--- src/rtl/irq_ctl_pkg.sv ---
package irq_ctl_pkg;
  localparam int NUM_SRC   = 32;
  localparam int NUM_EXT   = 13;
  localparam int ADDR_W    = 4;
  localparam int VEC_SHIFT = 9;

  typedef enum logic [ADDR_W-1:0] {
    RA_STAT  = 4'd0,
    RA_ENAB  = 4'd1,
    RA_MASK  = 4'd2,
    RA_POL   = 4'd3,
    RA_TRIG  = 4'd4,
    RA_ROUTE = 4'd5,
    RA_ORDER = 4'd6,
    RA_BASE  = 4'd7,
    RA_VEC   = 4'd8
  } reg_addr_e;
endpackage

--- src/rtl/irq_sync.sv ---
module irq_sync #(
  parameter int N   = 32,
  parameter int EXT = 13
) (
  input  logic         clk,
  input  logic         rst_n,
  input  logic [N-1:0] raw,
  output logic [N-1:0] synced
);
  for (genvar i = 0; i < N; i++) begin : g_bit
    if (i < EXT) begin : g_ext
      logic s1_q, s2_q;
      always_ff @(posedge clk) begin
        if (!rst_n) begin
          s1_q <= 1'b0;
          s2_q <= 1'b0;
        end else begin
          s1_q <= raw[i];
          s2_q <= s1_q;
        end
      end
      assign synced[i] = s2_q;
    end else begin : g_int
      assign synced[i] = raw[i];
    end
  end

  // Warm-up count so the two-cycle look-back never reaches before reset
  logic [1:0] warm_q;
  always_ff @(posedge clk) begin
    if (!rst_n) warm_q <= 2'd0;
    else if (warm_q != 2'd3) warm_q <= warm_q + 2'd1;
  end

  assert_sync_lag_R6: assert property (@(posedge clk) disable iff (!rst_n)
    (warm_q >= 2'd2) |-> (synced[EXT-1:0] == $past(raw[EXT-1:0], 2)));
endmodule

--- src/rtl/irq_detect.sv ---
module irq_detect #(
  parameter int N = 32
) (
  input  logic         clk,
  input  logic         rst_n,
  input  logic [N-1:0] lvl,
  input  logic [N-1:0] pol,
  input  logic [N-1:0] trig,
  input  logic [N-1:0] clr,
  output logic [N-1:0] stat
);
  logic [N-1:0] act, prev_q, edge_q, rise;

  assign act  = lvl ^ ~pol;
  assign rise = act & ~prev_q;

  always_ff @(posedge clk) begin
    if (!rst_n) begin
      prev_q <= '0;
      edge_q <= '0;
    end else begin
      prev_q <= act;
      edge_q <= ((edge_q & ~clr) | rise) & trig;
    end
  end

  assign stat = (edge_q & trig) | (act & ~trig);

  // A latched bit may only appear where an active edge was seen
  assert_set_by_edge_R2: assert property (@(posedge clk) disable iff (!rst_n)
    ((edge_q & ~$past(edge_q)) & ~$past(rise & trig)) == '0);

  // A latched bit may only vanish under a clear write or a mode change
  assert_hold_until_clear_R5: assert property (@(posedge clk) disable iff (!rst_n)
    ($past(edge_q) & ~edge_q & $past(trig) & ~$past(clr)) == '0);
endmodule

--- src/rtl/irq_prio.sv ---
module irq_prio #(
  parameter int N     = 32,
  parameter int IDX_W = $clog2(N)
) (
  input  logic             clk,
  input  logic             rst_n,
  input  logic [N-1:0]     pend,
  input  logic             rev,
  output logic             any,
  output logic [IDX_W-1:0] idx
);
  always_comb begin
    idx = '0;
    if (rev) begin
      for (int i = 0; i < N; i++)
        if (pend[i]) idx = IDX_W'(i);
    end else begin
      for (int i = N - 1; i >= 0; i--)
        if (pend[i]) idx = IDX_W'(i);
    end
  end

  assign any = |pend;

  assert_winner_pending_R8: assert property (@(posedge clk) disable iff (!rst_n)
    any |-> pend[idx]);

  assert_winner_top_R8: assert property (@(posedge clk) disable iff (!rst_n)
    any |-> (rev ? (((pend >> idx) >> 1) == '0)
                 : ((pend & ((N'(1) << idx) - N'(1))) == '0)));
endmodule

--- src/rtl/irq_ctl_top.sv ---
module irq_ctl_top
  import irq_ctl_pkg::*;
#(
  parameter int N     = NUM_SRC,
  parameter int EXT   = NUM_EXT,
  parameter int AW    = ADDR_W,
  parameter int VSH   = VEC_SHIFT
) (
  input  logic          clk,
  input  logic          rst_n,
  input  logic [N-1:0]  src_in,
  input  logic          reg_wr,
  input  logic [AW-1:0] reg_addr,
  input  logic [N-1:0]  reg_wdata,
  output logic [N-1:0]  reg_rdata,
  output logic          crit_irq,
  output logic          ncrit_irq,
  output logic [N-1:0]  crit_vec
);
  localparam int IDX_W = $clog2(N);

  logic [N-1:0] enab_q, pol_q, trig_q, route_q, base_q;
  logic         order_q;
  logic [N-1:0] synced, stat, masked, clr, crit_pend;
  logic         crit_any;
  logic [IDX_W-1:0] win_idx;

  always_ff @(posedge clk) begin
    if (!rst_n) begin
      enab_q  <= '0;
      pol_q   <= '1;
      trig_q  <= '0;
      route_q <= '0;
      base_q  <= '0;
      order_q <= 1'b0;
    end else if (reg_wr) begin
      case (reg_addr)
        RA_ENAB:  enab_q  <= reg_wdata;
        RA_POL:   pol_q   <= reg_wdata;
        RA_TRIG:  trig_q  <= reg_wdata;
        RA_ROUTE: route_q <= reg_wdata;
        RA_BASE:  base_q  <= reg_wdata;
        RA_ORDER: order_q <= reg_wdata[0];
        default: ;
      endcase
    end
  end

  assign clr = (reg_wr && reg_addr == RA_STAT) ? reg_wdata : '0;

  irq_sync #(.N(N), .EXT(EXT)) u_sync (
    .clk(clk), .rst_n(rst_n), .raw(src_in), .synced(synced)
  );

  irq_detect #(.N(N)) u_detect (
    .clk(clk), .rst_n(rst_n), .lvl(synced), .pol(pol_q),
    .trig(trig_q), .clr(clr), .stat(stat)
  );

  assign masked    = stat & enab_q;
  assign crit_pend = masked & route_q;

  irq_prio #(.N(N), .IDX_W(IDX_W)) u_prio (
    .clk(clk), .rst_n(rst_n), .pend(crit_pend), .rev(order_q),
    .any(crit_any), .idx(win_idx)
  );

  assign crit_irq  = crit_any;
  assign ncrit_irq = |(masked & ~route_q);
  assign crit_vec  = crit_any ? (base_q + (N'(win_idx) << VSH)) : base_q;

  always_comb begin
    case (reg_addr)
      RA_STAT:  reg_rdata = stat;
      RA_ENAB:  reg_rdata = enab_q;
      RA_MASK:  reg_rdata = masked;
      RA_POL:   reg_rdata = pol_q;
      RA_TRIG:  reg_rdata = trig_q;
      RA_ROUTE: reg_rdata = route_q;
      RA_ORDER: reg_rdata = {{(N-1){1'b0}}, order_q};
      RA_BASE:  reg_rdata = base_q;
      RA_VEC:   reg_rdata = crit_vec;
      default:  reg_rdata = '0;
    endcase
  end

  assert_vec_idle_R9: assert property (@(posedge clk) disable iff (!rst_n)
    !crit_irq |-> (crit_vec == base_q));

  assert_lines_cover_mask_R7: assert property (@(posedge clk) disable iff (!rst_n)
    (crit_irq || ncrit_irq) == (masked != '0));
endmodule

--- config.mk ---
export PLATFORM = sky130hd
export DESIGN_NAME = irq_ctl_top
export DESIGN_NICKNAME = d
export VERILOG_FILES = /design/src/rtl/irq_ctl_pkg.sv /design/src/rtl/irq_sync.sv /design/src/rtl/irq_detect.sv /design/src/rtl/irq_prio.sv /design/src/rtl/irq_ctl_top.sv
export SDC_FILE = /design/constraint.sdc
export NUM_CORES = 1
export LEC_CHECK = 0
export ABC_AREA = 1
export CAP_MARGIN = 10
export CORE_ASPECT_RATIO = 0.75
export CORE_UTILIZATION = 50
export CTS_CLUSTER_SIZE = 14
export DETAILED_ROUTE_END_ITERATION = 7
export PLACE_DENSITY = 0.75
export SYNTH_ARGS = -nofsm -noshare
export SYNTH_HDL_FRONTEND = slang
export SYNTH_SLANG_ARGS = --single-unit
export TNS_END_PERCENT = 100
--- constraint.sdc ---
create_clock -name clk -period 8 [get_ports clk]
set_input_delay 2 -clock clk [delete_from_list [all_inputs] [get_ports clk]]
set_output_delay 2 -clock clk [all_outputs]
set_load 0.01 [all_outputs]
==> reports/metrics.csv, run 1 <==
metric,value,unit
row cnt,49,
TritonCTS Sinks,251,
Fin. Hold Viols,0,
Critical Path Sink Type,output port,
hpwl dp,26600,um
"commonest non-fill, non-tap cell in the layout",nand2_1,
CTS tree,yes,
per-cell routed wire length,19.6,um
"Hold-fix buffers, CTS",0,
Pre-Repair DR Iteration Count,6,
Port-buffer cells,136,
Hold Path Class,register to register,
Antenna diodes,0,
flop-to-flop setup slack,6.72,ns
largest net degree at the start of global routing,112,
Power Density,166,nW/um^2
DIE HEIGHT,137,um
Hold Slack,0.405,ns
CP max-delay cell,ha_1,
syn_nets,1791,
placer congestion estimate,0.933,
reg2reg end,u_detect.edge_q[26],
Die Area,25100,sq um
worst path buffer plus inverter count,8,
1st-iter DRT viols,2090,
Worst-Margin Slew,1.19,ns
max-slew violations,0,
crit-path max FO,3,
outcome,"complete, but fails checks",
final count of negative-setup-slack endpoints,39,
final worst setup slack,-1.10,ns
Post-synth EDFFs,0,
Initial Utilization,0.510,
Fmax achieved,110,MHz
Congestion Overflow GR,0,
final setup TNS,-28.43,ns
RSZ-0062 raised after global routing,true,
fin crit period,9.10,ns
most frequent cells in the layout,"nand2_1, dfxtp_1, buf_4",
Worst EP required,6.00,ns
Tot GR Track Use,0.344,
Core Box Area,24000,sq um
synthesized area,12200,sq um
HP Start,u_sync.g_bit[5].g_ext.s1_q,
violated checks,setup timing,
maxcap violations,0,
htree depth,1,
Die W,183,um
"slowest stage delay, CP",0.32,ns
Slew HR,0.207,
syn avg cell area,7.14,sq um
reg2reg path depth,5,
peak supply drop,0.000138,V
DRT antenna net count,0,
FF-to-FF Start,pol_q[26],
Synth Register Bits,251,
pre-CTS WS,-1.63,ns
leakage power,7.38,nW
CP Class,primary input to output port,
first-pass GRT wire length,67800,um
Hold Path Sink,u_sync.g_bit[5].g_ext.s2_q,
crit-path most repeated cell,buf_4,
overall via count from detail_route,14000,
top cell family by delay on the critical path,simple AND/OR/NAND/NOR gates,
layout cells sized above 1,0.263,
Num CTS Buffers,25,
Nets,2123,
Ports,137,
Netlist cell types,50,
Layout Area Growth over Synthesis,38.7,%
vias in the first global route,12600,
drt via density,5.86,
Cells after Synth,1714,
hold depth,2,
Synth Flop Type,dfxtp_1,
root buffer cell,clkbuf_16,
Worst EP arrival,7.10,ns
Clock Skew,0.00901,ns
fin cells,2394,
Worst-path clk slew,0.06,ns
Syn. warnings,0,
sequential area share after synthesis,0.411,
Routed WL,46900,um
Clock Path Buffers,3,
clock latency on the worst-skew pair,0.53,ns
crit path launch type,primary input,
Post-Place Cells,2216,
antenna violations before repair,0,
drt drc,0,
asr flop ratio synth,0,
crit share post-route,1.14,
cells by family after synthesis:
family / after synthesis / synth area share
AO/OA/AOI/OAI: 465 / 0.218
XOR/XNOR: 47 / 0.0336
adder cells (fa/ha/maj): 6 / 0.00675
buffers and inverters: 292 / 0.0924
flip-flops: 251 / 0.411
AND/OR/NAND/NOR: 653 / 0.239
routing by layer:
layer  part of all wire  track usage  vias up
li1                   -            -     6384
met1               0.39        0.471     6429
met2               0.44        0.528     1004
met3               0.12       0.0682      206
met4              0.044        0.151        0
met5                  0            0        -
state kept, by name (all words and copies together) (netlist names):
signal                   cells
u_detect.prev_q             32
u_detect.edge_q             32
pol_q                       32
order_q                      1
enab_q                      32
route_q                     32
u_sync.g_bit.g_ext.s2_q     13
trig_q                      32
base_q                      32
u_sync.g_bit.g_ext.s1_q     13
worst max path at each step:
| stage | from | to | slack, ns | cells after the start |
|---|---|---|---|---|
| CTS | src_in[31] | reg_rdata[25] | -0.89 | 56 |
| global placement | src_in[31] | reg_rdata[25] | -1.39 | 55 |
| global route | src_in[29] | reg_rdata[30] | -1.42 | 53 |
| floorplan | src_in[27] | reg_rdata[25] | -0.02 | 51 |
| detailed placement | src_in[31] | reg_rdata[25] | -1.63 | 55 |
| finish | src_in[29] | reg_rdata[28] | -1.10 | 36 |
through the flow:
step           utilization  cell area, sq um  total power, mW
4_1_cts              0.687             16500             2.79
3_5_place_dp         0.610             14600             1.60
5_1_grt              0.708             17000             2.90
3_3_place_gp         0.610             14600             1.60
6_report             0.708             17000             2.82
2_1_floorplan            -             12300             1.46
repair_timing:
action | CTS | global route
resized for setup | 267 | 97
endpoints found under the setup margin | 45 | 45
pin swaps | 63 | 49
buffers inserted | 122 | 38
Yosys cell counts, types with 3 or more instances:
cell type,n,area share
nor2_4,6,0.0055
o21ai_1,10,0.0041
ha_1,5,0.0051
clkbuf_1,79,0.024
a21oi_1,200,0.082
xor2_1,45,0.032
a211oi_1,4,0.0025
o221ai_1,7,0.0050
o22ai_1,34,0.017
nand4_1,11,0.0056
dfxtp_1,251,0.41
or2_2,15,0.0077
buf_4,9,0.0055
inv_1,166,0.051
o21ai_0,140,0.057
o21ai_2,6,0.0043
nor4_2,3,0.0031
o211ai_1,5,0.0031
nand3_1,94,0.038
nor2_1,102,0.031
nor3_1,36,0.015
a221oi_1,32,0.023
nand2_2,13,0.0066
nand2_1,339,0.10
nor2_2,19,0.0097
clkinv_1,5,0.0015
o2111ai_1,13,0.0093
nand3_2,3,0.0025
a31oi_1,3,0.0015
inv_2,30,0.0092
layout make-up:
type	instances	area (sq um)
fill	1821	7000
multi-input combinational	1171	6630
sequential	251	5020
timing repair buffer	396	3350
inverter	201	757
clock buffer	37	731
tap	331	414
clock inverter	7	67.6
where the power goes:
group          internal [mW]  switching [mW]
clock network          0.662           0.512
registers               1.28          0.0202
logic                  0.152           0.195
total                   2.10           0.728
worst min-delay path, stage by stage (launching register included):
cell and delay (ns):
dfxtp_1 0.30, nand2_1 0.05, inv_1 0.04
Note: power is estimated with default switching activity, not from simulation.
==> run 2, diff against run 1 <==
CORE_MARGIN = 2   (was not set)
==> run 2 against run 1 <==
Critical endpoint is now reg_rdata[25]. Flip-flop and latch count is the same. Via count is 2.4% higher. Hold slack improved by 0.0044 ns. Largest power group unchanged. Largest cell class unchanged. Highest routed layer unchanged. The flow still finishes with violations (setup timing).
==> reports/metrics.csv, run 2 (synthesized netlist as in run 1, its figures left out) <==
metric,value,unit,change
Power Density,168,nW/um^2,+1.2%
htree depth,1,,unchanged
overall via count from detail_route,14400,,+2.4%
Fmax achieved,108,MHz,-2.1%
peak supply drop,0.000161,V,+16%
CP Launch Point,src_in[27],,
largest net degree at the start of global routing,86,,-23%
Worst EP arrival,7.30,ns,+0.20 ns
layout cells sized above 1,0.268,,+0.00432
crit-path max FO,3,,unchanged
fin area,17000,sq um,about the same
Num CTS Buffers,25,,unchanged
Tot GR Track Use,0.354,,+0.00945
antenna violations before repair,0,,unchanged
final design utilization,0.707,,-0.00134
most frequent cells in the layout,"nand2_1, buf_4, dfxtp_1",,
Nets,2144,,+0.99%
Worst-path clk slew,0.06,ns,about the same
CP Class,primary input to output port,,
placed inst area,14700,sq um,+0.17%
final count of negative-setup-slack endpoints,40,,+2.6%
Die W,185,um,+1.1%
root buffer cell,clkbuf_16,,
hpwl dp,27200,um,+2.3%
vias in the first global route,13300,,+5.2%
"slowest stage delay, CP",0.36,ns,+0.04 ns
Antenna diodes,0,,unchanged
outcome,"complete, but fails checks",,
pre-CTS WS,-1.58,ns,+0.0508 ns
Critical Path Sink Type,output port,,
drt via density,5.95,,+1.6%
Ports,137,,unchanged
RSZ-0062 raised after global routing,true,,
Slew HR,0.0991,,-0.108
Routed WL,48300,um,+3.1%
Initial Utilization,0.509,,-0.00130
crit share post-route,1.16,,+0.0248
fin cells,2413,,+0.79%
Die Area,25800,sq um,+2.6%
TritonCTS Sinks,251,,unchanged
CP max-delay cell,fa_2,,
Port-buffer cells,136,,unchanged
violated checks,setup timing,,
Post-Place Cells,2221,,+0.23%
Pre-Repair DR Iteration Count,8,,+2
crit-path most repeated cell,nand2_1,,
DIE HEIGHT,139,um,+1.5%
placer congestion estimate,0.972,,+4.2%
Layout Area Growth over Synthesis,38.8,%,about the same
FF-to-FF Start,pol_q[26],,
drt drc,0,,unchanged
maxcap violations,0,,unchanged
fin crit period,9.30,ns,+0.198 ns
Clock Path Buffers,3,,unchanged
1st-iter DRT viols,2133,,+2.1%
Pwr Total,2.86,mW,+1.2%
crit path launch type,primary input,,
Clock Skew,0.0124,ns,+0.00339 ns
Worst-Margin Slew,1.35,ns,+0.165 ns
final worst setup slack,-1.30,ns,-0.198 ns
final setup TNS,-34.59,ns,-6.16 ns
Hold Path Class,register to register,,
per-cell routed wire length,20.0,um,+2.3%
Hold Slack,0.410,ns,+0.00436 ns
HP Start,u_sync.g_bit[7].g_ext.s1_q,,
DRT antenna net count,0,,unchanged
clock latency on the worst-skew pair,0.53,ns,about the same
leakage power,7.42,nW,+0.53%
CTS tree,yes,,
Worst EP required,6.00,ns,about the same
# fillers,1832,,+0.60%
Fin. Hold Viols,0,,unchanged
Congestion Overflow GR,0,,unchanged
"Hold-fix buffers, CTS",0,,unchanged
first-pass GRT wire length,71900,um,+6.1%
"commonest non-fill, non-tap cell in the layout",nand2_1,,
Core Box Area,24000,sq um,+0.26%
max-slew violations,0,,unchanged
row cnt,49,,unchanged
run 2: cell types whose count changed in the layout (fill, tap and decap cells not counted), moves of 3 or more:
cell        delta
buf_6          -8
xor2_1         +5
xor2_2         -4
buf_2          +4
clkbuf_8       +5
o21ai_0        +3
clkinvlp_4     -3
clkbuf_1       -3
buf_4         +29
run 2: worst paths after layout:
check / slack, ns / end / depth (start not counted)
setup / recovery: -1.30 / reg_rdata[25] / 53
hold reg to reg: 0.41 / u_sync.g_bit[7].g_ext.s2_q / 2
hold / removal: 0.41 / u_sync.g_bit[7].g_ext.s2_q / 2
setup reg to reg: 6.48 / u_detect.edge_q[26] / 8
run 2: area by class of cell:
type,count,area (sq um),share of cell area
Tap cell,331,414,0.0244
Inverter,201,759,0.0447
Sequential cell,251,5020,0.296
Timing Repair Buffer,417,3430,0.202
Clock inverter,3,40.0,0.00236
Multi-Input combinational cell,1171,6530,0.384
Clock buffer,39,788,0.0464
run 2: metal layers:
layer	share of wire	GRT usage
met5	0	0
met4	0.059	0.153
met3	0.14	0.0864
met2	0.42	0.527
met1	0.38	0.488
run 2: worst max-delay path: cells and delay by family:
kind	cells	cell delay, ns
xor gates and xnor gates	2	0.37
and+or+nand+nor	38	3.21
AOI/OAI and AO/OA	6	0.70
adders and majority gates	2	0.52
buffers and inverters	5	0.47
run 2: repair_timing:
item | CTS | global route
pin swaps | 46 | 54
buffers inserted | 136 | 30
setup endpoints to repair | 45 | 46
gates resized for setup | 269 | 76
run 2: where the power goes:
| part | internal [mW] | total (mW) | leakage [nW] | switching (mW) |
|---|---|---|---|---|
| Combinational | 0.156 | 0.358 | 4.97 | 0.202 |
| Sequential | 1.28 | 1.30 | 2.04 | 0.0199 |
| Clock | 0.702 | 1.20 | 0.413 | 0.497 |
| Total | 2.14 | 2.86 | 7.42 | 0.718 |
